==> src/rtl/ddr_cmd_pkg.sv <==
package ddr_cmd_pkg;

  // {ras_n, cas_n, we_n}
  typedef enum logic [2:0] {
    CMD_MRS = 3'b000,
    CMD_REF = 3'b001,
    CMD_PRE = 3'b010,
    CMD_ACT = 3'b011,
    CMD_WR  = 3'b100,
    CMD_RD  = 3'b101,
    CMD_RSV = 3'b110,
    CMD_NOP = 3'b111
  } cmd_e;

  // burst control field values (mode register 0, bits 1:0)
  localparam logic [1:0] BURST_FIX8 = 2'b00;
  localparam logic [1:0] BURST_FIX4 = 2'b10;

  // mode register numbers selected by the bank address
  localparam int MR_BURST = 0;
  localparam int MR_TERM  = 1;

  // termination field bit positions inside the op-code
  localparam int TERM_B0 = 2;
  localparam int TERM_B1 = 6;
  localparam int TERM_B2 = 9;

endpackage

==> src/rtl/ddr_cmd_decode.sv <==
module ddr_cmd_decode
  import ddr_cmd_pkg::*;
#(
  parameter int ADDR_W = 16,
  parameter int COL_W  = 10
) (
  input  logic              ras_n,
  input  logic              cas_n,
  input  logic              we_n,
  input  logic [ADDR_W-1:0] addr,
  output cmd_e              cmd,
  output logic              is_cmd,
  output logic              is_rdwr,
  output logic [ADDR_W-1:0] col
);

  assign cmd     = cmd_e'({ras_n, cas_n, we_n});
  assign is_cmd  = (cmd != CMD_NOP) && (cmd != CMD_RSV);
  assign is_rdwr = (cmd == CMD_RD) || (cmd == CMD_WR);

  always_comb begin
    col = '0;
    col[COL_W-1:0] = addr[COL_W-1:0];
  end

endmodule

==> src/rtl/ddr_rank_state.sv <==
module ddr_rank_state
  import ddr_cmd_pkg::*;
#(
  parameter int NBANK  = 8,
  parameter int ADDR_W = 16,
  parameter int AP_BIT = 10,
  parameter int BC_BIT = 12,
  localparam int BA_W  = $clog2(NBANK)
) (
  input  logic              clk,
  input  logic              rst,
  input  logic              accept,
  input  cmd_e              cmd,
  input  logic [BA_W-1:0]   ba,
  input  logic [ADDR_W-1:0] addr,
  output logic [NBANK-1:0]  open_vec,
  output logic [ADDR_W-1:0] row_rd,
  output logic              burst_long,
  output logic              rtt_on,
  output logic              viol
);

  logic [1:0]        bmode;
  logic [ADDR_W-1:0] rows [NBANK];
  logic              rdwr;

  assign rdwr = (cmd == CMD_RD) || (cmd == CMD_WR);

  // row store: no reset, write on activate only
  always_ff @(posedge clk) begin
    if (accept && cmd == CMD_ACT) rows[ba] <= addr;
  end

  assign row_rd = rows[ba];

  always_ff @(posedge clk) begin
    if (rst) begin
      open_vec <= '0;
      bmode    <= BURST_FIX8;
      rtt_on   <= 1'b0;
    end else if (accept) begin
      case (cmd)
        CMD_MRS: begin
          if (ba == BA_W'(MR_BURST)) bmode <= addr[1:0];
          if (ba == BA_W'(MR_TERM))
            rtt_on <= addr[TERM_B0] | addr[TERM_B1] | addr[TERM_B2];
        end
        CMD_PRE: begin
          if (addr[AP_BIT]) open_vec <= '0;
          else              open_vec[ba] <= 1'b0;
        end
        CMD_ACT: open_vec[ba] <= 1'b1;
        CMD_RD, CMD_WR: if (addr[AP_BIT]) open_vec[ba] <= 1'b0;
        default: ;
      endcase
    end
  end

  always_comb begin
    case (bmode)
      BURST_FIX8: burst_long = 1'b1;
      BURST_FIX4: burst_long = 1'b0;
      default:    burst_long = addr[BC_BIT];
    endcase
  end

  assign viol = accept && ((rdwr && !open_vec[ba]) ||
                           (cmd == CMD_ACT && open_vec[ba]) ||
                           (cmd == CMD_REF && (|open_vec)));

  // precharge-all leaves the whole rank closed
  p_pre_all_r4: assert property (@(posedge clk) disable iff (rst)
    (accept && cmd == CMD_PRE && addr[AP_BIT]) |=> (open_vec == '0));

  // activate leaves the addressed bank open
  p_act_open_r3: assert property (@(posedge clk) disable iff (rst)
    (accept && cmd == CMD_ACT) |=> open_vec[$past(ba)]);

  // auto-precharge closes the accessed bank
  p_ap_close_r5: assert property (@(posedge clk) disable iff (rst)
    (accept && rdwr && addr[AP_BIT]) |=> !open_vec[$past(ba)]);

  // nothing accepted, nothing changes
  p_idle_hold_r2: assert property (@(posedge clk) disable iff (rst)
    !accept |=> $stable(open_vec));

endmodule

==> src/rtl/ddr_cmd_tracker.sv <==
module ddr_cmd_tracker
  import ddr_cmd_pkg::*;
#(
  parameter int NRANK  = 2,
  parameter int NBANK  = 8,
  parameter int ROW_W  = 16,
  parameter int COL_W  = 10,
  parameter int AP_BIT = 10,
  parameter int BC_BIT = 12,
  localparam int BA_W  = $clog2(NBANK)
) (
  input  logic              clk,
  input  logic              rst,
  input  logic [NRANK-1:0]  cs_n,
  input  logic [NRANK-1:0]  cke,
  input  logic [NRANK-1:0]  odt_in,
  input  logic              ras_n,
  input  logic              cas_n,
  input  logic              we_n,
  input  logic [BA_W-1:0]   ba,
  input  logic [ROW_W-1:0]  addr,
  output logic              o_mrs,
  output logic              o_ref,
  output logic              o_pre,
  output logic              o_act,
  output logic              o_wr,
  output logic              o_rd,
  output logic [NRANK-1:0]  o_rank,
  output logic [BA_W-1:0]   o_bank,
  output logic [ROW_W-1:0]  o_addr,
  output logic [ROW_W-1:0]  o_row,
  output logic              o_all_banks,
  output logic              o_auto_pre,
  output logic              o_burst8,
  output logic [NRANK-1:0]  o_odt_en,
  output logic              o_violation
);

  cmd_e             cmd;
  logic             is_cmd;
  logic             is_rdwr;
  logic [ROW_W-1:0] col;

  ddr_cmd_decode #(.ADDR_W(ROW_W), .COL_W(COL_W)) u_dec (
    .ras_n  (ras_n),
    .cas_n  (cas_n),
    .we_n   (we_n),
    .addr   (addr),
    .cmd    (cmd),
    .is_cmd (is_cmd),
    .is_rdwr(is_rdwr),
    .col    (col)
  );

  logic [NRANK-1:0] accept;
  logic [NRANK-1:0] rtt_vec;
  logic [NRANK-1:0] burst_vec;
  logic [NRANK-1:0] viol_vec;
  logic [ROW_W-1:0] row_arr [NRANK];

  assign accept = ~cs_n & cke & {NRANK{is_cmd}};

  for (genvar r = 0; r < NRANK; r++) begin : g_rank
    logic [NBANK-1:0] open_unused;
    ddr_rank_state #(
      .NBANK (NBANK),
      .ADDR_W(ROW_W),
      .AP_BIT(AP_BIT),
      .BC_BIT(BC_BIT)
    ) u_rank (
      .clk       (clk),
      .rst       (rst),
      .accept    (accept[r]),
      .cmd       (cmd),
      .ba        (ba),
      .addr      (addr),
      .open_vec  (open_unused),
      .row_rd    (row_arr[r]),
      .burst_long(burst_vec[r]),
      .rtt_on    (rtt_vec[r]),
      .viol      (viol_vec[r])
    );
  end

  // lowest-numbered accepting rank supplies row and burst
  logic [ROW_W-1:0] sel_row;
  logic             sel_burst;
  always_comb begin
    sel_row   = '0;
    sel_burst = 1'b0;
    for (int r = NRANK - 1; r >= 0; r--) begin
      if (accept[r]) begin
        sel_row   = row_arr[r];
        sel_burst = burst_vec[r];
      end
    end
  end

  logic any;
  assign any = |accept;

  always_ff @(posedge clk) begin
    if (rst) begin
      o_mrs       <= 1'b0;
      o_ref       <= 1'b0;
      o_pre       <= 1'b0;
      o_act       <= 1'b0;
      o_wr        <= 1'b0;
      o_rd        <= 1'b0;
      o_rank      <= '0;
      o_bank      <= '0;
      o_addr      <= '0;
      o_row       <= '0;
      o_all_banks <= 1'b0;
      o_auto_pre  <= 1'b0;
      o_burst8    <= 1'b0;
      o_odt_en    <= '0;
      o_violation <= 1'b0;
    end else begin
      o_mrs       <= any && cmd == CMD_MRS;
      o_ref       <= any && cmd == CMD_REF;
      o_pre       <= any && cmd == CMD_PRE;
      o_act       <= any && cmd == CMD_ACT;
      o_wr        <= any && cmd == CMD_WR;
      o_rd        <= any && cmd == CMD_RD;
      o_rank      <= accept;
      o_bank      <= any ? ba : '0;
      o_addr      <= !any ? '0 : (is_rdwr ? col : addr);
      o_row       <= (any && is_rdwr) ? sel_row : '0;
      o_all_banks <= any && cmd == CMD_PRE && addr[AP_BIT];
      o_auto_pre  <= any && is_rdwr && addr[AP_BIT];
      o_burst8    <= any && is_rdwr && sel_burst;
      o_odt_en    <= odt_in & rtt_vec;
      o_violation <= |viol_vec;
    end
  end

  // never more than one command strobe
  p_onehot_r1: assert property (@(posedge clk) disable iff (rst)
    $onehot0({o_mrs, o_ref, o_pre, o_act, o_wr, o_rd}));

  // all ranks deselected gives no command
  p_desel_r2: assert property (@(posedge clk) disable iff (rst)
    (&cs_n) |=> (o_rank == '0 && !o_mrs && !o_ref && !o_pre &&
                 !o_act && !o_wr && !o_rd));

  // clock enable low on every rank gives no command
  p_cke_r2: assert property (@(posedge clk) disable iff (rst)
    (cke == '0) |=> (o_rank == '0));

  // no termination request, no termination enable
  p_odt_r7: assert property (@(posedge clk) disable iff (rst)
    (odt_in == '0) |=> (o_odt_en == '0));

  // burst type only accompanies reads and writes
  p_burst_r6: assert property (@(posedge clk) disable iff (rst)
    o_burst8 |-> (o_rd || o_wr));

  // reset clears the reported state
  p_rst_r10: assert property (@(posedge clk)
    rst |=> (o_rank == '0 && !o_violation && o_odt_en == '0));

endmodule

==> config.mk <==
export PLATFORM = sky130hd
export DESIGN_NAME = ddr_cmd_tracker
export DESIGN_NICKNAME = d
export VERILOG_FILES = /design/src/rtl/ddr_cmd_pkg.sv /design/src/rtl/ddr_cmd_decode.sv /design/src/rtl/ddr_rank_state.sv /design/src/rtl/ddr_cmd_tracker.sv
export SDC_FILE = /design/constraint.sdc
export NUM_CORES = 1
export LEC_CHECK = 0
export ABC_AREA = 0
export BUFFER_PORTS_ARGS = -buffer_cell sky130_fd_sc_hd__buf_2
export CAP_MARGIN = 20
export CORE_AREA = 2 2 158 160
export CTS_BUF_LIST = sky130_fd_sc_hd__clkbuf_8
export CTS_CLUSTER_DIAMETER = 80
export DETAILED_ROUTE_END_ITERATION = 6
export DIE_AREA = 0 0 160 162
export PLACE_DENSITY = 0.72
export REMOVE_ABC_BUFFERS = 1
export SYNTH_ARGS = -nofsm -noshare
export SYNTH_HDL_FRONTEND = slang
export SYNTH_HIERARCHICAL = 1
export SYNTH_SLANG_ARGS = --single-unit
==> constraint.sdc <==
create_clock -name clk -period 2.7 [get_ports clk]
set_clock_uncertainty 0.1 [all_clocks]
set_input_delay 0 -clock clk [delete_from_list [all_inputs] [get_ports clk]]
set_output_delay 0 -clock clk [all_outputs]
set_load 0.005 [all_outputs]
==> metrics.cfg <==
[synth]
synth.distinct_cells = 43
synth_common_cells = 256 x edfxtp_1, 71 x dfxtp_1, 65 x mux4_2
yosys_register_bits = 327
synth_area_per_cell_sq_um = 17.46
ys_seq_area_frac = 0.6973
synth.most_common_cell = edfxtp_1
ys_async_sr_fraction = 0
synthTopCellsByArea = edfxtp_1 59%, mux4_2 11%, dfxtp_1 11%
synth_ff_type = edfxtp_1
syn_inst = 748
syn_area_sq_um = 13060
synth_edf_count = 256
synth_top_cell_by_area = edfxtp_1
yosysWarnings = 6
synth_top_area_frac = 0.5884

[power_and_ir_drop]
total_power_uw = 10520
leakagePower_uw = 0.005392
powerDensity_nw_per_um2 = 688.3
vdd_ir_drop_max_mv = 0.3696

[clock_network]
cts_buffers = 50
cts_setup_buffers = 0
cts.sinks = 327
clock_latency_ns = 0.56
cts_resized = 0
htreeDepth = 2
cts_tree = done
clock_path_buffers = 3
hold_buffers = 31
clkTransAtPathRegs_ns = 0.06
cts-root-buf = clkbuf_8

[worst_setup_path]
r2r-start = g_rank[1].u_rank/rows[2][3]$_DFFE_PP_
cp_slowest_cell = dlygate4sd3_1
cp-start-kind = input pin
required_ns = 3.10
ff2ff_setup_slack_ns = 0.98
end_kind = register
endpoint = g_rank[0].u_rank/open_vec[0]$_SDFFE_PP0P_
worstPathArrival_ns = 2.75
crit_chain = dlygate4sd3_1 -> buf_2 -> nand2_1 -> and3b_1 -> buf_4 -> o21ai_1 -> o21ai_1 -> a31oi_1 -> dlygate4sd3_1
reg2reg_to = o_row[3]$_SDFF_PP0_
rr_worst_depth = 4
path_max_fanout = 20
slowest_delay_ns = 0.57
crit_start = ras_n
crit_type = in2reg

[floorplan]
placementRows = 57
die-area_sq_um = 25920
ios = 79
start_util = 0.5419
core-area_sq_um = 24110
dieWidth_um = 160
die_h_um = 162

[timing]
fin_crit_ns = 2.350
max_slew_margin = 0.3608
maxSlewViolCount = 0
period_share = 0.8704
fin_setup_tns_ns = 0
final-setup-viol-count = 0
fmax_mhz = 425.5
hold_violations = 0
rsz0062_at_grt = false
tightest_slew_ns = 0.9542

[detailed_routing]
routedWlPerCell_um = 23.61
ant_nets = 0
finalWirelength_mm = 29.68
viasPerCell = 5.947
remaining_drc_errors = 0
vias = 7476
drt_iter0_drc = 923
first_pass_iters = 5

[global_routing]
antenna_found_initial = 0
first_global_vias = 7674
grt_max_degree = 38
grt-ovfl-total = 0
grt_first_pass_wirelength_mm = 45.62
grt_usage = 0.2348

[layout]
fillerInstances = 1736
area_growth_pct = 16.99
diodes = 0
drive_gt1_frac = 0.3312
final_nets = 923

[worst_hold_path]
hold_path_class = in2reg
worstHoldPathCells = 5

[placement]
port_buffers = 78
place_congestion = 0.8169
dp_hpwl_mm = 17.66

[status]
status = complete, no violations

[run]
cap_violations = 0

routing by layer:
layer / GRT usage / routed length [um] / vias to the layer above
met4: 0.06675 / 651 / 0
met5: 0 / 0 / -
met3: 0.04724 / 2405 / 57
met2: 0.3853 / 14380 / 371
li1: - / - / 3238
met1: 0.3250 / 12250 / 3810
per-stage QoR:
step                area (sq um)    util  hold slack, ns  setup slack (ns)  cells
floorplan                  12630       -        -0.03093            0.2650    689
global placement           13830  0.5737          0.1218            0.6085   1133
detailed placement         13830  0.5737          0.1235            0.5873   1133
CTS                        15270  0.6334        0.002530            0.4760   1256
global route               15280  0.6340         0.06266            0.2296   1257
finish                     15280  0.6340         0.04466            0.3500   1257
worst min path at each step:
stage | from | endpoint
6_report | cs_n[1] | o_violation$_SDFF_PP0_
5_1_grt | cke[1] | o_addr[5]$_SDFF_PP0_
4_1_cts | cs_n[1] | o_violation$_SDFF_PP0_
3_5_place_dp | odt_in[1] | o_odt_en[1]$_SDFF_PP0_
3_3_place_gp | odt_in[1] | o_odt_en[1]$_SDFF_PP0_
2_1_floorplan | rst | g_rank[0].u_rank/bmode[0]$_SDFFE_PP0P_
placed cells by master, fill, tap and decap left out, types with 20 or more instances in the layout:
cell type / Yosys / routed
edfxtp_1: 256 / 256
buf_2: 22 / 77
dfxtp_1: 71 / 71
mux4_2: 65 / 65
clkbuf_8: 0 / 60
a21oi_1: 48 / 48
nor2_1: 40 / 40
buf_4: 26 / 37
mux2_2: 32 / 32
dlygate4sd3_1: 0 / 31
mux2i_1: 20 / 20
flip-flops by register name (all words and copies together) (netlist names):
signal / cells
g_rank.u_rank/rows: 256
g_rank.u_rank/open_vec: 16
o_addr: 16
o_row: 16
g_rank.u_rank/bmode: 4
o_bank: 3
g_rank.u_rank/rtt_on: 2
o_odt_en: 2
o_rank: 2
o_act: 1
o_all_banks: 1
o_auto_pre: 1
o_burst8: 1
o_mrs: 1
o_pre: 1
o_rd: 1
o_ref: 1
o_violation: 1
o_wr: 1
logic make-up (layout without fill, tap and decap cells):
group | Yosys count | after routing | share of synthesized area
AO/OA/AOI/OAI | 98 | 98 | 0.04712
buffers and inverters | 74 | 254 | 0.03745
other | 1 | 6 | 0.0002871
AND/OR/NAND/NOR | 128 | 128 | 0.05689
multiplexers | 120 | 120 | 0.1610
flip-flops | 327 | 327 | 0.6973
worst max-delay path, delay by kind of cell:
family          cells  cell delay [ns]
simple gates        2             0.42
compound gates      3             0.67
buf+inv             4             1.66
cell type report:
| class | instances | area (sq um) | share of cell area |
|---|---|---|---|
| Clock buffer | 60 | 825.8 | 0.05403 |
| Clock inverter | 32 | 302.8 | 0.01981 |
| Tap cell | 324 | 405.4 | 0.02652 |
| Multi-Input combinational cell | 352 | 3495 | 0.2287 |
| Sequential cell | 327 | 9109 | 0.5960 |
| Timing Repair Buffer | 152 | 1109 | 0.07253 |
| Inverter | 10 | 37.54 | 0.002456 |
where the power goes:
| group | switching, uW | internal (uW) |
|---|---|---|
| clock network | 1880 | 2610 |
| logic | 327 | 251 |
| registers | 8.03 | 5450 |
Power figures use the tool's default switching activity.
